## src/rtl/rx_pkg.sv

```systemverilog
package rx_pkg;

  typedef enum logic [1:0] {
    ST_IDLE  = 2'd0,
    ST_START = 2'd1,
    ST_DATA  = 2'd2,
    ST_STOP  = 2'd3
  } rxState_t;

  // strobes from control to datapath
  typedef struct packed {
    logic shiftEn;   // sample line into shift register
    logic capture;   // frame complete, write byte
    logic stopBad;   // stop bit was sampled low
  } rxStrb_t;

endpackage

```

## src/rtl/rx_ctrl.sv

```systemverilog
module rx_ctrl
  import rx_pkg::*;
#(
  parameter int OVS    = 16,
  parameter int DATA_W = 8
) (
  input  logic    clk,
  input  logic    rstN,
  input  logic    baudTick,
  input  logic    rxS,
  output rxStrb_t strb,
  output logic    busy
);

  localparam int CNT_W = $clog2(OVS);
  localparam int BIT_W = $clog2(DATA_W + 1);
  localparam logic [CNT_W-1:0] HALF_LAST = CNT_W'(OVS / 2 - 1);
  localparam logic [CNT_W-1:0] FULL_LAST = CNT_W'(OVS - 1);
  localparam logic [BIT_W-1:0] LAST_BIT  = BIT_W'(DATA_W - 1);

  rxState_t         state, stateNxt;
  logic [CNT_W-1:0] tickCnt, tickCntNxt;
  logic [BIT_W-1:0] bitIdx, bitIdxNxt;

  always_comb begin
    stateNxt     = state;
    tickCntNxt   = tickCnt;
    bitIdxNxt    = bitIdx;
    strb.shiftEn = 1'b0;
    strb.capture = 1'b0;
    strb.stopBad = 1'b0;
    if (baudTick) begin
      unique case (state)
        ST_IDLE: begin
          if (!rxS) begin
            stateNxt   = ST_START;
            tickCntNxt = '0;
          end
        end
        ST_START: begin
          if (tickCnt == HALF_LAST) begin
            tickCntNxt = '0;
            bitIdxNxt  = '0;
            stateNxt   = rxS ? ST_IDLE : ST_DATA;
          end else begin
            tickCntNxt = tickCnt + 1'b1;
          end
        end
        ST_DATA: begin
          if (tickCnt == FULL_LAST) begin
            tickCntNxt   = '0;
            strb.shiftEn = 1'b1;
            if (bitIdx == LAST_BIT) stateNxt = ST_STOP;
            else bitIdxNxt = bitIdx + 1'b1;
          end else begin
            tickCntNxt = tickCnt + 1'b1;
          end
        end
        ST_STOP: begin
          if (tickCnt == FULL_LAST) begin
            tickCntNxt   = '0;
            strb.capture = 1'b1;
            strb.stopBad = !rxS;
            stateNxt     = ST_IDLE;
          end else begin
            tickCntNxt = tickCnt + 1'b1;
          end
        end
        default: stateNxt = ST_IDLE;
      endcase
    end
  end

  always_ff @(posedge clk or negedge rstN) begin
    if (!rstN) begin
      state   <= ST_IDLE;
      tickCnt <= '0;
      bitIdx  <= '0;
    end else begin
      state   <= stateNxt;
      tickCnt <= tickCntNxt;
      bitIdx  <= bitIdxNxt;
    end
  end

  assign busy = (state == ST_DATA) || (state == ST_STOP);

  AST_FALSE_START_IDLE: assert property (@(posedge clk) disable iff (!rstN)
    (state == ST_START && baudTick && tickCnt == HALF_LAST && rxS) |=> (state == ST_IDLE && !busy))
    else $error("false start not rejected");

  AST_BUSY_ENDS_AT_CAPTURE: assert property (@(posedge clk) disable iff (!rstN)
    $fell(busy) |-> $past(strb.capture))
    else $error("busy fell without capture");

  AST_NO_TICK_HOLD: assert property (@(posedge clk) disable iff (!rstN)
    !baudTick |=> ($stable(state) && $stable(tickCnt)))
    else $error("advanced without tick");

  AST_STROBE_EXCL: assert property (@(posedge clk) disable iff (!rstN)
    $onehot0({strb.shiftEn, strb.capture}))
    else $error("shift and capture together");

endmodule

```

## src/rtl/rx_datapath.sv

```systemverilog
module rx_datapath
  import rx_pkg::*;
#(
  parameter int DATA_W = 8,
  parameter int DEPTH  = 2,
  parameter int SYNC   = 2
) (
  input  logic              clk,
  input  logic              rstN,
  input  logic              serIn,
  input  logic              rdStrobe,
  input  rxStrb_t           strb,
  output logic              rxS,
  output logic [DATA_W-1:0] rdData,
  output logic              oneFull,
  output logic              twoFull,
  output logic              overrunErr,
  output logic              framingErr
);

  localparam int PTR_W = (DEPTH > 1) ? $clog2(DEPTH) : 1;
  localparam int CNT_W = $clog2(DEPTH + 1);
  localparam logic [CNT_W-1:0] CNT_FULL = CNT_W'(DEPTH);
  localparam logic [PTR_W-1:0] PTR_LAST = PTR_W'(DEPTH - 1);

  // input synchronizer, reset to idle-high
  logic [SYNC-1:0] syncQ;
  generate
    if (SYNC == 1) begin : g_sync1
      always_ff @(posedge clk or negedge rstN)
        if (!rstN) syncQ <= '1;
        else syncQ <= serIn;
    end else begin : g_syncN
      always_ff @(posedge clk or negedge rstN)
        if (!rstN) syncQ <= '1;
        else syncQ <= {syncQ[SYNC-2:0], serIn};
    end
  endgenerate
  assign rxS = syncQ[SYNC-1];

  // shift register, first bit ends at bit 0
  logic [DATA_W-1:0] shReg;
  always_ff @(posedge clk or negedge rstN) begin
    if (!rstN) shReg <= '0;
    else if (strb.shiftEn) shReg <= {rxS, shReg[DATA_W-1:1]};
  end

  // receive buffer
  logic [DATA_W-1:0] mem [DEPTH];
  logic [PTR_W-1:0]  wrPtr, rdPtr;
  logic [CNT_W-1:0]  fill;
  logic              pop, push;

  assign pop  = rdStrobe && (fill != '0);
  assign push = strb.capture && ((fill != CNT_FULL) || pop);

  always_ff @(posedge clk) begin
    if (push) mem[wrPtr] <= shReg;
  end

  always_ff @(posedge clk or negedge rstN) begin
    if (!rstN) begin
      wrPtr <= '0;
      rdPtr <= '0;
      fill  <= '0;
    end else begin
      if (push) wrPtr <= (wrPtr == PTR_LAST) ? '0 : wrPtr + 1'b1;
      if (pop)  rdPtr <= (rdPtr == PTR_LAST) ? '0 : rdPtr + 1'b1;
      unique case ({push, pop})
        2'b10:   fill <= fill + 1'b1;
        2'b01:   fill <= fill - 1'b1;
        default: fill <= fill;
      endcase
    end
  end

  // error flags
  always_ff @(posedge clk or negedge rstN) begin
    if (!rstN) begin
      overrunErr <= 1'b0;
      framingErr <= 1'b0;
    end else begin
      if (strb.capture && !push) overrunErr <= 1'b1;
      else if (pop)              overrunErr <= 1'b0;
      if (strb.capture)          framingErr <= strb.stopBad;
    end
  end

  assign rdData  = mem[rdPtr];
  assign oneFull = (fill != '0);
  assign twoFull = (fill == CNT_FULL);

  AST_NO_OVERFLOW: assert property (@(posedge clk) disable iff (!rstN)
    fill <= CNT_FULL)
    else $error("buffer fill exceeds depth");

  AST_FULL_DROP_FLAGS: assert property (@(posedge clk) disable iff (!rstN)
    (strb.capture && twoFull && !rdStrobe) |=> (overrunErr && twoFull))
    else $error("overrun not flagged");

  AST_POP_ORDER: assert property (@(posedge clk) disable iff (!rstN)
    (rdStrobe && oneFull && !strb.capture) |=> (fill == $past(fill) - 1'b1))
    else $error("pop did not drain one entry");

  AST_EMPTY_READ_IGNORED: assert property (@(posedge clk) disable iff (!rstN)
    (rdStrobe && !oneFull && !strb.capture) |=> (!oneFull && $stable(rdPtr)))
    else $error("read on empty changed state");

  AST_STOP_FLAG: assert property (@(posedge clk) disable iff (!rstN)
    strb.capture |=> (framingErr == $past(strb.stopBad)))
    else $error("framing flag mismatch");

endmodule

```

## src/rtl/rx_dual_buf.sv

```systemverilog
module rx_dual_buf
  import rx_pkg::*;
#(
  parameter int OVS    = 16,
  parameter int DATA_W = 8,
  parameter int DEPTH  = 2,
  parameter int SYNC   = 2
) (
  input  logic              clk,
  input  logic              rstN,
  input  logic              baudTick,
  input  logic              serIn,
  input  logic              rdStrobe,
  output logic [DATA_W-1:0] rdData,
  output logic              busy,
  output logic              oneFull,
  output logic              twoFull,
  output logic              overrunErr,
  output logic              framingErr
);

  rxStrb_t strb;
  logic    rxS;

  rx_ctrl #(.OVS(OVS), .DATA_W(DATA_W)) ctrl_i (
    .clk      (clk),
    .rstN     (rstN),
    .baudTick (baudTick),
    .rxS      (rxS),
    .strb     (strb),
    .busy     (busy)
  );

  rx_datapath #(.DATA_W(DATA_W), .DEPTH(DEPTH), .SYNC(SYNC)) dp_i (
    .clk        (clk),
    .rstN       (rstN),
    .serIn      (serIn),
    .rdStrobe   (rdStrobe),
    .strb       (strb),
    .rxS        (rxS),
    .rdData     (rdData),
    .oneFull    (oneFull),
    .twoFull    (twoFull),
    .overrunErr (overrunErr),
    .framingErr (framingErr)
  );

  AST_BUSY_NOT_IN_RESET: assert property (@(posedge clk) disable iff (!rstN)
    $rose(rstN) |-> (!busy && !oneFull))
    else $error("state not clear after reset");

endmodule

```

## config.mk

```make
export PLATFORM = sky130hd
export DESIGN_NAME = rx_dual_buf
export DESIGN_NICKNAME = d
export VERILOG_FILES = /design/src/rtl/rx_pkg.sv /design/src/rtl/rx_ctrl.sv /design/src/rtl/rx_datapath.sv /design/src/rtl/rx_dual_buf.sv
export SDC_FILE = /design/constraint.sdc
export NUM_CORES = 1
export LEC_CHECK = 0
export ABC_AREA = 1
export ABC_CLOCK_PERIOD_IN_PS = 2050
export BUFFER_PORTS_ARGS = -buffer_cell sky130_fd_sc_hd__buf_2
export CAP_MARGIN = 0
export CORE_MARGIN = 2
export CORE_UTILIZATION = 50
export DETAILED_ROUTE_END_ITERATION = 6
export PLACE_DENSITY = 0.69
export REMOVE_ABC_BUFFERS = 1
export SYNTH_ARGS = -nofsm -noshare
export SYNTH_HDL_FRONTEND = slang
export SYNTH_SLANG_ARGS = --single-unit
export TNS_END_PERCENT = 100
```

## constraint.sdc

```tcl
create_clock -name clk -period 2.05 [get_ports clk]
set_input_delay 0.3075 -clock clk [delete_from_list [all_inputs] [get_ports clk]]
set_output_delay 0.3075 -clock clk [all_outputs]
set_load 0.02 [all_outputs]
```

==> results by group, run 1 <==
Worst setup path
  • Slowest CP cell: dfrtp_1
  • Critical path, cell by cell: ha_1, nand3_2, nor3_2, nand2_2, ha_1, a21oi_1, o21ai_0, xor2_1
  • Reg2reg setup slack: 160 ps
  • Most frequent CP cell: ha_1
  • CP top delay family: adder cells
  • Crit path largest cell delay: 380 ps
  • Required @ worst endpoint: 2210 ps
  • CP Max Fanout: 4
  • WP depth: 8
  • Crit start category: flip-flop
  • Worst R2R Path Depth: 8
  • Buf/Inv on CP: 0
  • Worst Setup End Kind: flip-flop
  • Crit Reg-Reg Endpoint: dp_i.fill[1]
  • Worst path arrival time: 2060 ps
  • Reg2reg start: ctrl_i.tickCnt[0]
  • Setup CP Type: reg2reg

Clock network
  • Maximum clock path buffer count: 2
  • Clock buffer count from CTS: 5
  • Number of clock sinks: 42
  • CTS resizes: 0
  • Worst skew pair latency: 290 ps
  • # hold bufs at CTS: 0
  • H-tree Lvls: 2
  • Root Buffer: clkbuf_8
  • Reg clk slew, reported paths: 80 ps
  • CTS tree: yes
  • Postcts setup bufs: 0

Synth
  • Yosys Warn Count: 0
  • Count of cell types in the netlist: 31
  • Sequential-to-total area share from yosys stat: 59.76%
  • Synthesized cell area: 1897 um^2
  • Cell taking the most area after synthesis: dfrtp_1
  • Top-area cell type share of the netlist area: 31.66%
  • Average cell area after synthesis: 9.828 um^2
  • Top cells by area, synth: dfrtp_1 (32%), edfxtp_1 (25%), nand2_1 (12%)
  • Cells after synthesis: 193
  • Synth Register Bits: 42

Global routing
  • First-pass GRT wire length: 5.161 mm
  • Met1 usage: 18.47%
  • Grt met2 use: 28.06%
  • Grt total ovfl: 0
  • Global Route met3 Usage: 4.623%
  • Gr busiest metal: met2
  • Vias in the first global route: 1208
  • Largest net degree at the start of global routing: 27
  • Initial antenna violation count: 0
  • Total GRT Usage: 16.14%

STA
  • Skew final: 6.585 ps
  • Worst slew pin tran: 566.8 ps
  • Rel. slew slack: 62.22%
  • Final setup violation count: 0
  • Worst hold margin: 10.03 ps
  • Fmax: 527.9 MHz
  • Fin Setup TNS: 0 ps
  • Period utilisation layout: 92.41%
  • RSZ-0062 raised after global routing: false
  • Final hold viol count: 0
  • Fin crit period: 1894 ps
  • Fin. max-slew vios: 0

Pwr
  • Leak: 1.011 nW
  • Worst VDD drop: 0.5450 mV
  • PwrDens: 1163 nW/um^2

Detailed routing
  • DRC: 0
  • DRT antenna net count: 0
  • Vias per cell: 4.808
  • Final WL: 2.870 mm
  • Initial drt markers: 34
  • Via Count: 1274
  • 1st-pass router iterations: 4
  • Routed wire per std cell: 10.83 um

Floorplanning
  • Starting Density: 51.81%
  • Die Width: 65.59 um
  • Die span in y: 65.59 um
  • Die ar.: 4302 um^2
  • Core ar.: 3661 um^2
  • FP Rows: 22
  • I/O pins: 18

Cells and area
  • Post-route insts no fill: 265
  • Synthesis-to-layout area growth: 11.54%
  • Commonest non-fill, non-tap cell in the layout: nand2_1
  • # diodes: 0
  • Nets: 224
  • Fill count: 340
  • Post-layout util: 57.79%
  • Most frequent cells in the layout: nand2_1 (60), dfrtp_1 (24), buf_2 (17), inv_1 (16), edfxtp_1 (16)
  • Layout cells sized above 1: 20.74%

Job
  • Max Cap Viol: 0

Run status
  • Outcome: finished clean

Hold path
  • HP Class: in2async

Placed design
  • Hpwl dp: 2.164 mm
  • GPL Wtd Cong: 0.8590
  • IO buf count: 17
  • Placed insts: 257
## stage by stage
step	worst slack, ps	instance area [um^2]	total power (W)
2_1_floorplan	201.2	1866	0.001756
5_1_grt	0.7914	2116	0.002662
4_1_cts	142.8	2116	0.002494
6_report	155.6	2116	0.002461
3_5_place_dp	154.7	2033	0.001997
3_3_place_gp	222.4	2033	0.001957
## synth_stat cells (all sizes together)
cell / instances
a22o: 1
xnor2: 1
clkbuf: 1
buf: 3
clkinv: 1
a21oi: 7
nand4: 1
ha: 3
nor2: 17
o22ai: 1
nor3b: 1
nor3: 1
xor2: 4
dfstp: 2
a21boi: 1
or2: 1
dfrtp: 24
inv: 19
nand3: 15
nand2: 64
edfxtp: 16
o21ai: 9
## layout make-up
cell class / instances / area [um^2] / share of cell area, %
sequential: 42 / 1134 / 53.58
multi-input combinational: 127 / 656.9 / 31.05
timing repair buffer: 20 / 107.6 / 5.086
inverter: 20 / 75.07 / 3.548
clock buffer: 6 / 72.57 / 3.430
tap: 48 / 60.06 / 2.839
clock inverter: 2 / 10.01 / 0.4731
## where the power goes
group / switching (W) / total [W] / internal [W] / leakage, nW
logic: 0.000573 / 0.000884 / 0.000311 / 0.500
clock network: 0.000253 / 0.000489 / 0.000236 / 0.0450
registers: 0.000121 / 0.00109 / 0.000968 / 0.467
## state kept, by name (all words and copies together), names as in the netlist, 2 cells and up, named ones only
signal          count
dp_i.shReg          8
dp_i.fill           2
ctrl_i.bitIdx       4
dp_i.mem           16
ctrl_i.tickCnt      4
dp_i.syncQ          2
## worst reg2reg max path: stages, from the launching register on
cell and delay [ps]:
dfrtp_1 380, ha_1 250, nand3_2 140, nor3_2 190, nand2_2 110, ha_1 330, a21oi_1 110, o21ai_0 110
xor2_1 150
## how the worst max path moves through the flow
stage	startpoint	end	slack, ps
2_1_floorplan	flip-flop	dp_i.fill[1]	200
3_3_place_gp	ctrl_i.tickCnt[0]	dp_i.fill[1]	220
3_5_place_dp	ctrl_i.tickCnt[0]	dp_i.fill[1]	150
4_1_cts	ctrl_i.tickCnt[0]	dp_i.fill[1]	140
5_1_grt	ctrl_i.tickCnt[0]	dp_i.fill[1]	0.8
6_report	ctrl_i.tickCnt[0]	dp_i.fill[1]	160
## cell families after synthesis
family | after synthesis | share of synthesized area (%)
AND/OR/NAND/NOR | 100 | 24.14
AO/OA/AOI/OAI | 19 | 6.201
buffers and inverters | 24 | 5.606
adder cells (fa/ha/maj) | 3 | 1.979
XOR/XNOR | 5 | 2.309
flip-flops | 42 | 59.76
## metal layers
| metal | routed length (um) | vias to the layer above |
|---|---|---|
| met1 | 1293 | 573 |
| met5 | 0 | - |
| met4 | 51 | 0 |
| met3 | 117 | 7 |
| met2 | 1407 | 21 |
| li1 | - | 673 |
No activity file was read; power rests on OpenSTA's default activity.
==> inputs of run 2 (changes only) <==
--- a/config.mk
+++ b/config.mk
@@ -6,13 +6,13 @@
 export NUM_CORES = 1
 export LEC_CHECK = 0
 export ABC_AREA = 1
-export ABC_CLOCK_PERIOD_IN_PS = 2050
+export ABC_CLOCK_PERIOD_IN_PS = 1500
 export BUFFER_PORTS_ARGS = -buffer_cell sky130_fd_sc_hd__buf_2
 export CAP_MARGIN = 0
 export CORE_MARGIN = 2
 export CORE_UTILIZATION = 50
 export DETAILED_ROUTE_END_ITERATION = 6
-export PLACE_DENSITY = 0.69
+export PLACE_DENSITY = 0.75
 export REMOVE_ABC_BUFFERS = 1
 export SYNTH_ARGS = -nofsm -noshare
 export SYNTH_HDL_FRONTEND = slang
==> constraint.sdc (replaced) <==
create_clock -name clk -period 1.5 [get_ports clk]
set_input_delay 0.225 -clock clk [delete_from_list [all_inputs] [get_ports clk]]
set_output_delay 0.225 -clock clk [all_outputs]
set_load 0.02 [all_outputs]
==> results by group, run 2 (same netlist as run 1, synthesis figures left out) <==
Run status
  • Outcome: finished with violations
  • Violations in the final reports: negative setup slack

STA
  • RSZ-0062 raised after global routing: true
  • Final hold viol count: 0 (unchanged)
  • Final setup violation count: 18 (+18)
  • Fin. max-slew vios: 0 (unchanged)
  • Period utilisation layout: 105.3% (+13 points)
  • Skew final: 3.921 ps (-2.664 ps)
  • Worst slew pin tran: 566.9 ps (+0.1287 ps)
  • Fin crit period: 1579 ps (-315.3 ps)
  • Rel. slew slack: 62.21% (about the same)
  • Worst hold margin: 24.23 ps (+14.21 ps)
  • Fmax: 633.3 MHz (+20%)
  • Setup WS post-layout: -79.13 ps (-234.7 ps)

Clock network
  • Maximum clock path buffer count: 2 (unchanged)
  • CTS tree: yes
  • Clock buffer count from CTS: 5 (unchanged)
  • H-tree Lvls: 2 (unchanged)
  • Number of clock sinks: 42 (unchanged)
  • Reg clk slew, reported paths: 80 ps (about the same)
  • Root Buffer: clkbuf_8
  • Worst skew pair latency: 290 ps (about the same)

Placed design
  • IO buf count: 17 (unchanged)
  • Worst slack, placed: -215.8 ps (-370.5 ps)
  • Hpwl dp: 2.194 mm (+1.4%)
  • GPL Wtd Cong: 0.7858 (-8.5%)

Hold path
  • HP Class: in2reg

Detailed routing
  • Via Count: 1378 (+8.2%)
  • Initial drt markers: 35 (+2.9%)
  • Vias per cell: 4.752 (-1.2%)
  • 1st-pass router iterations: 6 (+2)
  • Routed wire per std cell: 11.56 um (+6.7%)
  • DRT antenna net count: 0 (unchanged)
  • DRC: 0 (unchanged)
  • Final WL: 3.352 mm (+17%)

Worst setup path
  • CP Max Fanout: 4 (unchanged)
  • Most frequent CP cell: nand2_2
  • Slowest CP cell: dfrtp_1
  • Worst path arrival time: 1750 ps (-310 ps)
  • Required @ worst endpoint: 1670 ps (-540 ps)
  • Worst Setup End Kind: flip-flop
  • Buf/Inv on CP: 0 (unchanged)
  • Critical path, cell by cell: or2_1, nand2_2, nand2_2, nand2_2, ha_4, a21oi_2, o21ai_1, xor2_1
  • CP top delay family: simple AND/OR/NAND/NOR gates
  • Setup CP Type: reg2reg
  • Crit path largest cell delay: 370 ps (about the same)
  • Crit start category: flip-flop

Global routing
  • First-pass GRT wire length: 5.464 mm (+5.9%)
  • Largest net degree at the start of global routing: 27 (unchanged)
  • Grt total ovfl: 0 (unchanged)
  • Total GRT Usage: 16.88% (+0.73 points)
  • Vias in the first global route: 1280 (+6.0%)
  • Initial antenna violation count: 0 (unchanged)

Pwr
  • Sw Pwr: 0.001488 W (+57%)
  • PwrDens: 1608 nW/um^2 (+38%)
  • Leak: 1.168 nW (+15%)
  • Sequential power share: 36.1% (-8.1 points)
  • Clock share of power: 21.8% (+1.9 points)
  • Worst VDD drop: 0.9264 mV (+70%)
  • Design Power: 0.003969 W (+61%)
  • Internal Power: 0.002481 W (+64%)
  • Combinational fraction of design power: 42.1% (+6.2 points)
  • Sw Share: 37.49% (-0.99 points)

Floorplanning
  • I/O pins: 18 (unchanged)
  • Die span in y: 65.59 um (unchanged)
  • FP Rows: 22 (unchanged)
  • Starting Density: 51.81% (unchanged)
  • Die ar.: 4302 um^2 (unchanged)
  • Die Width: 65.59 um (unchanged)
  • Core ar.: 3661 um^2 (unchanged)

Cells and area
  • Most frequent cells in the layout: nand2_1 (57), dfrtp_1 (24), buf_4 (22), buf_2 (17), edfxtp_1 (16)
  • Synthesis-to-layout area growth: 30.08%
  • Nets: 249 (+11%)
  • Fill count: 262 (-23%)
  • Max reg flops: 16 (unchanged)
  • Layout cells sized above 1: 35.54% (+15 points)
  • Sequential Area: 1134 um^2 (unchanged)
  • Top Registers: dp_i.mem x16, dp_i.shReg x8
  • Commonest non-fill, non-tap cell in the layout: nand2_1
  • Largest register by flop count: dp_i.mem
  • # diodes: 0 (unchanged)
  • Multi-input logic area: 780.7 um^2 (+19%)

Job
  • Max Cap Viol: 0 (unchanged)
run 2: cell types whose count changed in the layout (fill, tap and decap cells not counted), moves of 3 or more:
cell     before  now
buf_4         3   22
buf_6         0    4
nand2_1      60   57
nand2_2       4    7
nor2_1       13   10
nor2_4        1    4
run 2: repair_timing:
item	4_1_cts	5_1_grt
hold buffers	1	0
setup endpoints to repair	18	39
endpoints found under the hold margin	24	0
buffers inserted	4	4
pin swaps	5	5
resized for setup	14	16
gates cloned	0	1
run 2: final timing paths:
kind	depth (start not counted)	startpoint	endpoint	slack, ps
max	8	dp_i.fill[0]	dp_i.fill[1]	-80
min	1	serIn	dp_i.syncQ[0]	20
max reg2reg	8	dp_i.fill[0]	dp_i.fill[1]	-80
min reg2reg	0	dp_i.syncQ[0]	dp_i.syncQ[1]	360
max in group asynchronous	2	rstN	dp_i.shReg[5]	670
min in group asynchronous	2	rstN	ctrl_i.bitIdx[3]	450
run 2: power groups by stage:
stage / clock network [W] / logic, W / registers, W
after floorplan: 0 / 0.000874 / 0.00153
after global placement: 0 / 0.00142 / 0.00142
after detailed placement: 0 / 0.00145 / 0.00143
after CTS: 0.000880 / 0.00152 / 0.00142
after global routing: 0.000922 / 0.00184 / 0.00145
final: 0.000865 / 0.00167 / 0.00143
run 2: layer usage:
layer	routed length (um)	up-vias	GRT usage, %	share of wire (%)
met5	0	-	0	0
met4	21	0	5.729	0.63
met3	118	3	4.966	3.5
met2	1734	29	28.70	52
met1	1478	625	20.53	44
li1	-	721	-	-
run 2: area by class of cell:
type	count	area share [%]
Timing Repair Buffer	44	12.37
Multi-Input combinational cell	128	31.64
Inverter	20	3.195
Sequential cell	42	45.94
Tap cell	48	2.434
Clock buffer	5	2.789
Clock inverter	3	1.623
run 2: metrics by stage:
step | util, % | setup TNS, ps | std cells | area (um^2)
final | 67.40 | -486.4 | 290 | 2467
after global routing | 67.40 | -2376 | 290 | 2467
after CTS | 64.56 | -1094 | 285 | 2364
after detailed placement | 58.61 | -1992 | 272 | 2146
after global placement | 58.61 | -563.1 | 272 | 2146
after floorplan | - | -5502 | 189 | 1866
==> inputs of run 3 (changes only) <==
==> constraint.sdc (replaced) <==
create_clock -name clk -period 1.5 [get_ports clk]
set_input_delay 0.225 -clock clk [delete_from_list [all_inputs] [get_ports clk]]
set_output_delay 0.225 -clock clk [all_outputs]
set_load 0.01 [all_outputs]
==> results by group, run 3 (same netlist as run 1, synthesis figures left out) <==
Run status
  • Outcome: finished with violations
  • Violations in the final reports: negative setup slack

Floorplanning
  • Core ar.: 3661 um^2 (unchanged)
  • I/O pins: 18 (unchanged)
  • Die ar.: 4302 um^2 (unchanged)
  • Die span in y: 65.59 um (unchanged)
  • Die Width: 65.59 um (unchanged)
  • Starting Density: 51.81% (unchanged)
  • FP Rows: 22 (unchanged)

Cells and area
  • Commonest non-fill, non-tap cell in the layout: nand2_1
  • Final instance area: 2482 um^2 (+0.61%)
  • Most frequent cells in the layout: nand2_1 (56), dfrtp_1 (24), buf_4 (20), buf_2 (17), edfxtp_1 (16)
  • Layout cells sized above 1: 35.15% (-0.39 points)
  • Fill count: 276 (+5.3%)
  • Max reg flops: 16 (unchanged)
  • Synthesis-to-layout area growth: 30.87%
  • # diodes: 0 (unchanged)
  • Largest register by flop count: dp_i.mem
  • Top Registers: dp_i.mem x16, dp_i.shReg x8
  • Nets: 246 (-1.2%)

Global routing
  • First-pass GRT wire length: 5.968 mm (+9.2%)
  • Largest net degree at the start of global routing: 27 (unchanged)
  • Initial antenna violation count: 0 (unchanged)
  • Total GRT Usage: 18.46% (+1.6 points)
  • Grt total ovfl: 0 (unchanged)
  • Vias in the first global route: 1411 (+10%)

STA
  • Fmax: 635.8 MHz (+0.40%)
  • Setup WS post-layout: -72.85 ps (+6.281 ps)
  • Fin crit period: 1573 ps (-6.281 ps)
  • Rel. slew slack: 61.79% (-0.41 points)
  • RSZ-0062 raised after global routing: true
  • Final hold viol count: 0 (unchanged)
  • Fin Setup TNS: -447.5 ps (+38.89 ps)
  • Fin. max-slew vios: 0 (unchanged)
  • Worst slew pin tran: 573.1 ps (+6.200 ps)
  • Period utilisation layout: 104.9% (-0.42 points)
  • Final setup violation count: 18 (unchanged)
  • Skew final: 7.766 ps (+3.845 ps)

Pwr
  • PwrDens: 1613 nW/um^2 (+0.29%)
  • Worst VDD drop: 0.9599 mV (+3.6%)
  • Leak: 1.164 nW (-0.37%)

Clock network
  • Reg clk slew, reported paths: 80 ps (about the same)
  • Root Buffer: clkbuf_8
  • Number of clock sinks: 42 (unchanged)
  • Maximum clock path buffer count: 2 (unchanged)
  • H-tree Lvls: 2 (unchanged)
  • Clock buffer count from CTS: 5 (unchanged)
  • Worst skew pair latency: 290 ps (about the same)
  • CTS tree: yes

Detailed routing
  • Via Count: 1413 (+2.5%)
  • Final WL: 3.676 mm (+9.7%)
  • DRC: 0 (unchanged)
  • DRT antenna net count: 0 (unchanged)
  • Routed wire per std cell: 12.81 um (+11%)
  • Initial drt markers: 89 (+150%)
  • 1st-pass router iterations: 4 (-2)
  • Vias per cell: 4.923 (+3.6%)

Hold path
  • HP Class: in2reg

Worst setup path
  • Required @ worst endpoint: 1680 ps (about the same)
  • Setup CP Type: reg2reg
  • Worst setup endpoint: dp_i.fill[1]
  • Reg2reg setup slack: -70 ps (about the same)
  • Crit Reg-Reg Endpoint: dp_i.fill[1]
  • Worst path arrival time: 1750 ps (about the same)
  • Critical path startpoint: dp_i.fill[1]
  • Worst R2R Path Depth: 8 (unchanged)
  • CP Max Fanout: 4 (unchanged)
  • Crit start category: flip-flop
  • Reg2reg start: dp_i.fill[1]
  • Worst Setup End Kind: flip-flop

Placed design
  • DP Area: 2146 um^2 (unchanged)
  • GPL Wtd Cong: 0.8058 (+2.5%)
  • Hpwl dp: 2.207 mm (+0.61%)
  • IO buf count: 17 (unchanged)

Job
  • Max Cap Viol: 0 (unchanged)
[run 3: critical path, stage by stage, from the launching register on]
cell     delay [ps]
dfrtp_1         380
or2_1           250
nand2_2         110
nand2_2          80
nand2_4          80
ha_4            210
a21oi_4         110
o21ai_2          80
xor2_1          140
[run 3: metal layers]
layer,GRT usage [%],routed length (um),part of all wire (%),vias to the layer above
met5,0,0,0,-
met4,7.031,60,1.6,0
met3,4.795,145,3.9,8
met2,33.29,1909,52,36
met1,20.82,1561,42,655
li1,-,-,-,714
[run 3: how the worst min path moves through the flow]
stage	from	end	slack, ps	cells after the start
final	serIn	dp_i.syncQ[0]	30	1
after global routing	serIn	dp_i.syncQ[0]	20	1
after CTS	serIn	dp_i.syncQ[0]	20	1
after detailed placement	rstN	ctrl_i.tickCnt[3]	260	1
after global placement	rstN	ctrl_i.tickCnt[3]	260	1
after floorplan	rstN	async pin	-70	0
[run 3: final cells by class]
type	count	area, um^2	share of cell area [%]
Multi-Input combinational cell	127	809.5	32.61
Clock inverter	2	37.54	1.512
Timing Repair Buffer	42	290.3	11.69
Sequential cell	42	1134	45.67
Inverter	20	78.83	3.175
Tap cell	48	60.06	2.419
Clock buffer	6	72.57	2.923
[run 3: per-stage QoR]
step | power, W | utilization (%) | worst slack [ps] | instances | hold slack, ps
3_3_place_gp | 0.002748 | 58.61 | -124.2 | 272 | 257.7
6_report | 0.004004 | 67.81 | -72.85 | 287 | 30.17
5_1_grt | 0.004258 | 67.81 | -156.7 | 287 | 18.60
3_5_place_dp | 0.002782 | 58.61 | -174.4 | 272 | 259.8
4_1_cts | 0.003733 | 64.52 | -86.78 | 285 | 24.76
2_1_floorplan | 0.002302 | - | -278.9 | 189 | -70.59
[run 3: what timing repair did]
item	in CTS	in global routing
hold buffers	1	0
setup endpoints to repair	18	38
buffers inserted	4	4
pin swaps	4	10
hold endpoints to repair	24	0
gates resized for setup	17	19
[run 3: report_power, final]
group | total, W | switching (W) | internal [W]
registers | 0.00144 | 0.000114 | 0.00132
logic | 0.00170 | 0.000990 | 0.000707
clock network | 0.000869 | 0.000373 | 0.000496
total | 0.00400 | 0.00148 | 0.00253
